**src/rtl/arx_mask_pkg.sv**
```systemverilog
package arx_mask_pkg;

  typedef enum logic [1:0] {
    OP_ADD  = 2'd0,
    OP_XOR  = 2'd1,
    OP_ROTL = 2'd2,
    OP_PASS = 2'd3
  } arx_op_e;

  // Three-share threshold AND: output share i uses input shares i+1 and i+2 only.
  function automatic logic [2:0] ti_and3(input logic [2:0] x, input logic [2:0] y);
    logic [2:0] z;
    z[0] = (x[1] & y[1]) ^ (x[1] & y[2]) ^ (x[2] & y[1]);
    z[1] = (x[2] & y[2]) ^ (x[2] & y[0]) ^ (x[0] & y[2]);
    z[2] = (x[0] & y[0]) ^ (x[0] & y[1]) ^ (x[1] & y[0]);
    return z;
  endfunction

endpackage

```
**src/rtl/masked_lin_unit.sv**
```systemverilog
module masked_lin_unit
  import arx_mask_pkg::*;
#(
  parameter int WIDTH = 16,
  localparam int ROT_W = (WIDTH > 1) ? $clog2(WIDTH) : 1
) (
  input  arx_op_e                 op_i,
  input  logic [ROT_W-1:0]        rot_i,
  input  logic [2:0][WIDTH-1:0]   a_i,
  input  logic [2:0][WIDTH-1:0]   b_i,
  output logic [2:0][WIDTH-1:0]   res_o
);

  // Each share is processed alone; nothing crosses share indices.
  for (genvar j = 0; j < 3; j++) begin : g_share
    logic [2*WIDTH-1:0] dbl;
    logic [WIDTH-1:0]   rotated;

    assign dbl     = {a_i[j], a_i[j]} << rot_i;
    assign rotated = dbl[2*WIDTH-1:WIDTH];

    always_comb begin
      unique case (op_i)
        OP_ADD:  res_o[j] = '0;
        OP_XOR:  res_o[j] = a_i[j] ^ b_i[j];
        OP_ROTL: res_o[j] = rotated;
        default: res_o[j] = a_i[j];
      endcase
    end
  end

endmodule

```
**src/rtl/masked_carry_cell.sv**
```systemverilog
module masked_carry_cell
  import arx_mask_pkg::*;
(
  input  logic [2:0] a_i,
  input  logic [2:0] b_i,
  input  logic [2:0] c_i,
  input  logic [1:0] rnd_i,
  output logic [2:0] sum_o,
  output logic [2:0] carry_o
);

  logic [2:0] prop;
  logic [2:0] gen_sh;
  logic [2:0] pc_sh;
  logic [2:0] raw;

  always_comb begin
    prop   = a_i ^ b_i;
    sum_o  = prop ^ c_i;
    gen_sh = ti_and3(a_i, b_i);
    pc_sh  = ti_and3(prop, c_i);
    raw    = gen_sh ^ pc_sh;
    // re-mask with two fresh bits; their XOR over all shares cancels
    carry_o[0] = raw[0] ^ rnd_i[0];
    carry_o[1] = raw[1] ^ rnd_i[1];
    carry_o[2] = raw[2] ^ rnd_i[0] ^ rnd_i[1];
  end

endmodule

```
**src/rtl/masked_add_stage.sv**
```systemverilog
module masked_add_stage
  import arx_mask_pkg::*;
#(
  parameter int WIDTH = 16,
  parameter int BIT   = 0
) (
  input  logic                  clk,
  input  logic                  rst_n,
  input  logic                  adv,
  input  logic [1:0]            rnd_i,
  input  logic                  vld_i,
  input  arx_op_e               op_i,
  input  logic [2:0][WIDTH-1:0] a_i,
  input  logic [2:0][WIDTH-1:0] b_i,
  input  logic [2:0][WIDTH-1:0] r_i,
  input  logic [2:0]            c_i,
  output logic                  vld_q,
  output arx_op_e               op_q,
  output logic [2:0][WIDTH-1:0] a_q,
  output logic [2:0][WIDTH-1:0] b_q,
  output logic [2:0][WIDTH-1:0] r_q,
  output logic [2:0]            c_q
);

  logic [2:0]            a_bit, b_bit;
  logic [2:0]            sum_sh, carry_sh;
  logic [2:0][WIDTH-1:0] r_d;

  always_comb begin
    for (int j = 0; j < 3; j++) begin
      a_bit[j] = a_i[j][BIT];
      b_bit[j] = b_i[j][BIT];
    end
  end

  masked_carry_cell u_cell (
    .a_i     (a_bit),
    .b_i     (b_bit),
    .c_i     (c_i),
    .rnd_i   (rnd_i),
    .sum_o   (sum_sh),
    .carry_o (carry_sh)
  );

  always_comb begin
    r_d = r_i;
    if (op_i == OP_ADD) begin
      for (int j = 0; j < 3; j++) r_d[j][BIT] = sum_sh[j];
    end
  end

  always_ff @(posedge clk or negedge rst_n) begin
    if (!rst_n) begin
      vld_q <= 1'b0;
      op_q  <= OP_ADD;
      a_q   <= '0;
      b_q   <= '0;
      r_q   <= '0;
      c_q   <= '0;
    end else if (adv) begin
      vld_q <= vld_i;
      op_q  <= op_i;
      a_q   <= a_i;
      b_q   <= b_i;
      r_q   <= r_d;
      c_q   <= carry_sh;
    end
  end

  // recombined views, used only by the checks below
  logic a_plain, b_plain, c_plain, cn_plain, s_plain;
  assign a_plain  = ^a_bit;
  assign b_plain  = ^b_bit;
  assign c_plain  = ^c_i;
  assign cn_plain = ^carry_sh;
  assign s_plain  = ^sum_sh;

  a_r10_carry_majority: assert property (@(posedge clk) disable iff (rst_n !== 1'b1)
    (vld_i && op_i == OP_ADD) |->
      cn_plain == ((a_plain & b_plain) | (a_plain & c_plain) | (b_plain & c_plain)));

  a_r1_sum_bit: assert property (@(posedge clk) disable iff (rst_n !== 1'b1)
    (vld_i && op_i == OP_ADD) |-> s_plain == (a_plain ^ b_plain ^ c_plain));

  a_r5_stage_hold: assert property (@(posedge clk) disable iff (rst_n !== 1'b1)
    !adv |=> ($stable(vld_q) && $stable(r_q) && $stable(c_q)));

endmodule

```
**src/rtl/masked_arx_unit.sv**
```systemverilog
module masked_arx_unit
  import arx_mask_pkg::*;
#(
  parameter int WIDTH = 16,
  localparam int ROT_W = (WIDTH > 1) ? $clog2(WIDTH) : 1,
  localparam int RND_W = 2 * WIDTH
) (
  input  logic             clk,
  input  logic             rst_n,
  input  logic             in_valid,
  output logic             in_ready,
  input  logic [1:0]       in_op,
  input  logic [ROT_W-1:0] in_rot,
  input  logic [WIDTH-1:0] in_a0,
  input  logic [WIDTH-1:0] in_a1,
  input  logic [WIDTH-1:0] in_a2,
  input  logic [WIDTH-1:0] in_b0,
  input  logic [WIDTH-1:0] in_b1,
  input  logic [WIDTH-1:0] in_b2,
  input  logic [RND_W-1:0] rnd,
  output logic             out_valid,
  input  logic             out_ready,
  output logic [WIDTH-1:0] out_r0,
  output logic [WIDTH-1:0] out_r1,
  output logic [WIDTH-1:0] out_r2
);

  typedef logic [2:0][WIDTH-1:0] shares_t;

  // reset: asserted asynchronously, released through two flops
  logic [1:0] rst_sync_q;
  logic       rst_sync;

  always_ff @(posedge clk or negedge rst_n) begin
    if (!rst_n) rst_sync_q <= 2'b00;
    else        rst_sync_q <= {rst_sync_q[0], 1'b1};
  end
  assign rst_sync = rst_sync_q[1];

  // one global clock enable: the chain moves unless a result is held
  logic adv;
  assign adv      = out_ready | ~out_valid;
  assign in_ready = adv;

  shares_t a_sh, b_sh, lin_res;
  arx_op_e op_in;
  assign a_sh  = {in_a2, in_a1, in_a0};
  assign b_sh  = {in_b2, in_b1, in_b0};
  assign op_in = arx_op_e'(in_op);

  masked_lin_unit #(.WIDTH(WIDTH)) u_lin (
    .op_i  (op_in),
    .rot_i (in_rot),
    .a_i   (a_sh),
    .b_i   (b_sh),
    .res_o (lin_res)
  );

  logic       st_v  [WIDTH+1];
  arx_op_e    st_op [WIDTH+1];
  shares_t    st_a  [WIDTH+1];
  shares_t    st_b  [WIDTH+1];
  shares_t    st_r  [WIDTH+1];
  logic [2:0] st_c  [WIDTH+1];

  assign st_v[0]  = in_valid;
  assign st_op[0] = op_in;
  assign st_a[0]  = a_sh;
  assign st_b[0]  = b_sh;
  assign st_r[0]  = lin_res;
  assign st_c[0]  = 3'b000;

  for (genvar k = 0; k < WIDTH; k++) begin : g_stage
    masked_add_stage #(.WIDTH(WIDTH), .BIT(k)) u_stage (
      .clk   (clk),
      .rst_n (rst_sync),
      .adv   (adv),
      .rnd_i (rnd[2*k +: 2]),
      .vld_i (st_v[k]),
      .op_i  (st_op[k]),
      .a_i   (st_a[k]),
      .b_i   (st_b[k]),
      .r_i   (st_r[k]),
      .c_i   (st_c[k]),
      .vld_q (st_v[k+1]),
      .op_q  (st_op[k+1]),
      .a_q   (st_a[k+1]),
      .b_q   (st_b[k+1]),
      .r_q   (st_r[k+1]),
      .c_q   (st_c[k+1])
    );
  end

  assign out_valid = st_v[WIDTH];
  assign out_r0    = st_r[WIDTH][0];
  assign out_r1    = st_r[WIDTH][1];
  assign out_r2    = st_r[WIDTH][2];

  // checks on the linear path, in recombined form
  logic [WIDTH-1:0]   a_plain, b_plain, lin_plain;
  logic [2*WIDTH-1:0] a_dbl;
  assign a_plain   = in_a0 ^ in_a1 ^ in_a2;
  assign b_plain   = in_b0 ^ in_b1 ^ in_b2;
  assign lin_plain = lin_res[0] ^ lin_res[1] ^ lin_res[2];
  assign a_dbl     = {a_plain, a_plain} << in_rot;

  a_r2_xor_recombines: assert property (@(posedge clk) disable iff (rst_sync !== 1'b1)
    (in_valid && op_in == OP_XOR) |-> lin_plain == (a_plain ^ b_plain));

  a_r3_rot_recombines: assert property (@(posedge clk) disable iff (rst_sync !== 1'b1)
    (in_valid && op_in == OP_ROTL) |-> lin_plain == a_dbl[2*WIDTH-1:WIDTH]);

  a_r5_out_frozen: assert property (@(posedge clk) disable iff (rst_sync !== 1'b1)
    (out_valid && !out_ready) |=>
      (out_valid && $stable(out_r0) && $stable(out_r1) && $stable(out_r2)));

  a_r5_no_accept_when_held: assert property (@(posedge clk) disable iff (rst_sync !== 1'b1)
    (out_valid && !out_ready) |-> !in_ready);

endmodule

```
**config.mk**
```make
export PLATFORM = sky130hd
export DESIGN_NAME = masked_arx_unit
export DESIGN_NICKNAME = d
export VERILOG_FILES = /design/src/rtl/arx_mask_pkg.sv /design/src/rtl/masked_lin_unit.sv /design/src/rtl/masked_carry_cell.sv /design/src/rtl/masked_add_stage.sv /design/src/rtl/masked_arx_unit.sv
export SDC_FILE = /design/constraint.sdc
export NUM_CORES = 2
export LEC_CHECK = 0
export CELL_PAD_IN_SITES_DETAIL_PLACEMENT = 0
export CELL_PAD_IN_SITES_GLOBAL_PLACEMENT = 1
export CORE_UTILIZATION = 35
export DETAILED_ROUTE_END_ITERATION = 12
export GPL_TIMING_DRIVEN = 0
export PLACE_DENSITY_LB_ADDON = 0.1
export SLEW_MARGIN = 10
export SYNTH_ARGS = -nofsm -noshare
export SYNTH_HDL_FRONTEND = slang
export SYNTH_SLANG_ARGS = --single-unit
```
**constraint.sdc**
```tcl
create_clock -name clk -period 47.3 [get_ports clk]
set_clock_uncertainty 0.2 [all_clocks]
set_input_delay 4.73 -clock clk [delete_from_list [all_inputs] [get_ports clk]]
set_output_delay 4.73 -clock clk [all_outputs]
set_load 0.01 [all_outputs]
```
==> impl_metrics.toml <==
[synthesis]
seq_area_frac_synth_pct = 59.6
syn_nets = 7713
synth_edf_count = 0
syn_area_sq_um = 66300
ys_ff_latch = 1581
ys_top_cells_by_count = "4570 x nand2_1, 1581 x dfrtp_1, 298 x xnor2_1"
ys.warnings.count = 0
synth_top_cell_area_share_pct = 59.6
synth_cells = 7488
synthMuxAreaShare_pct = 2.29
synth_compound_area_share_pct = 2.66
ys.flop_type = "dfrtp_1"
synth_top_family_by_area = "simple AND/OR/NAND/NOR gates"
synth_fa_ha_area_share_pct = 1.64
synth-async-reset-ratio_pct = 100
yosysMostFrequentCell = "nand2_1"
avgSynthCellArea_sq_um = 8.86
synth_top_area_cell = "dfrtp_1"
synth-xor-area-share_pct = 4.32
ys_top_cells_by_area = "dfrtp_1 60%, nand2_1 26%, xnor2_1 3.9%"
synth-simple-area-share_pct = 26.8
yosysUniqueCellTypes = 45

[cts]
post-cts-setup-buffer-count = 0
hold_buffers = 0
cts-resized-gates = 0
clock-sinks = 1581
cts_root_buffer = "clkbuf_16"
clock_path_buffers = 3
clk_latency_ps = 850
htree_levels = 4
tritoncts = "yes"
path_clk_slew_ps = 60
cts_buffers = 179

[finish]
drive_gt1_share_pct = 6.77
fin_cells = 10528
final_core_util_pct = 41.5
fill_cells = 19431
fin_nets = 8105
fin_area_sq_um = 77900
layout-area-overhead-vs-synth_pct = 17.5

[floorplanning]
die_area_sq_um = 191000
die_h_um = 437
rows = 159
initial_core_util_pct = 35.3
die_width_um = 437
io_pins = 188
core_sq_um = 188000

[critical_path]
crit_path_end = "in_ready"
crit_type = "in -> out"
path_cells = "clkdlybuf4s50_1 -> nor2b_1 -> buf_2 -> inv_2 -> buf_2 -> buf_2 -> buf_2 -> clkdlybuf4s50_1"
worst_path_most_repeated_cell = "buf_2"
r2r_slack_ps = 43560
cp.buffers_inverters = 7
critPathRequiredTime_ps = 42370
critPathLaunchType = "input port"
crit_family = "buffers and inverters"
cp_slowest_cell = "buf_2"
reg2reg_depth = 8
end_kind = "output port"
cp_num_cells = 8
crit_fanout = 11
cp_slowest_stage_delay_ps = 720
arrival_ps = 8050
r2r-start = "g_stage[15].u_stage.vld_q"
worstSetupStartpoint = "out_ready"
reg2reg_to = "g_stage[7].u_stage.a_q[29]"

[route]
ant_nets = 0
drc = 28
wl_per_cell_um = 23.6
num_vias = 49990
wirelength_um = 248000
via_per_inst = 4.75
dr.pass1.iters = 10
drtIter0Drc = 3593

[power]
finalPower_mw = 5.58
power_density_nw_per_um2 = 71.6
vdd_drop_max_uv = 30.5
leakagePower_nw = 40.2

[sta]
slew_violations = 0
tightest_slew_ps = 1250
setup_viol_count_final = 0
timing.setup.tns_ps = 0
worst_slack_ps = 34320
hold_viol_final = 0
maxSlewHeadroom_pct = 16.6
clock.fmax_mhz = 77.0
rsz0062_at_grt = "no"
finalCritPeriodShare_pct = 27.4
hold_slack_ps = 149
fin_crit_ps = 12980

[run_status]
violations = "design-rule violations"
status = "finished, violations left"

[placed_design]
placed_area_sq_um = 72100
place_worst_setup_slack_ps = 34320
dp_hpwl_um = 196000
port_buffers = 181
gp_congestion = 0.898
dp.cells = 10194

[run]
maxCapViolCount = 0

[min_path]
hold_class = "reg -> reg"

[grt]
grt_pass1_vias = 50374
grt_overflow_total = 0
grt_pass1_wl_um = 359000
grt_max_degree = 64
grt_use_total_pct = 26.2
antenna_found_initial = 21
how the worst min path moves through the flow:
stage | start | depth (start not counted) | end
after global placement | rst_sync_q[0] | 0 | rst_sync_q[1]
after CTS | rst_sync_q[0] | 0 | rst_sync_q[1]
after detailed placement | rst_sync_q[0] | 0 | rst_sync_q[1]
final | rst_sync_q[0] | 0 | rst_sync_q[1]
after floorplan | rst_sync_q[0] | 0 | rst_sync_q[1]
after global routing | rst_sync_q[0] | 0 | rst_sync_q[1]
report_power, final:
part           leakage [nW]  switching (mW)  internal, mW
Combinational          17.5            1.12         0.661
Sequential             19.9           0.459          1.95
Clock                  2.86           0.583         0.801
Total                  40.2            2.17          3.41
per-layer routing:
layer | track usage, % | wire (um) | vias to the layer above
met4 | 9.89 | 9500 | 0
met1 | 36.1 | 115000 | 24648
met2 | 42.5 | 115000 | 1006
met3 | 2.75 | 8760 | 300
li1 | - | - | 24036
met5 | 0 | 0 | -
worst reg2reg max path: cells and delay by family (launching register included):
family,cells,cell delay (ps)
flops,1,370
buf+inv,5,2280
simple gates,3,820
kinds of logic after synthesis:
logic type | Yosys count
AOI/OAI and AO/OA | 264
xor gates and xnor gates | 327
adders and majority gates | 87
buffers and inverters | 396
DFF | 1581
muxes | 143
other | 1
and+or+nand+nor | 4689
state kept, by name (all words and copies together) (netlist names):
name                   flops
g_stage.u_stage.op_q      30
rst_sync_q                 2
g_stage.u_stage.r_q      768
g_stage.u_stage.b_q      360
g_stage.u_stage.a_q      360
g_stage.u_stage.c_q       45
g_stage.u_stage.vld_q     16
area by class of cell:
cell class / count / area (sq um) / share of cell area (%)
clock buffers: 283 / 5330 / 6.84
diodes: 9 / 22.5 / 0.0289
flip-flops and latches: 1581 / 39600 / 50.8
well taps: 2495 / 3120 / 4.01
multi-input cells: 5511 / 25000 / 32.1
clock inverters: 42 / 510 / 0.655
repair buffers: 211 / 2620 / 3.36
plain buffers: 392 / 1760 / 2.26
inverters: 4 / 15.0 / 0.0193
placed cells by master, fill, tap and decap left out, drive strengths merged, types with 29 or more instances in the layout:
cell | synthesis | layout
a21oi | 41 | 41
a22oi | 47 | 47
xor2 | 29 | 29
mux2i | 87 | 87
clkdlybuf4s50 | 0 | 181
clkbuf | 167 | 450
xnor2 | 298 | 298
clkinv | 0 | 29
buf | 225 | 255
o221ai | 39 | 39
nor2 | 59 | 59
mux2 | 56 | 56
dfrtp | 1581 | 1581
ha | 87 | 87
o21ai | 76 | 76
nand2b | 48 | 48
nand2 | 4570 | 4570
No activity file was read; power rests on OpenSTA's default activity.
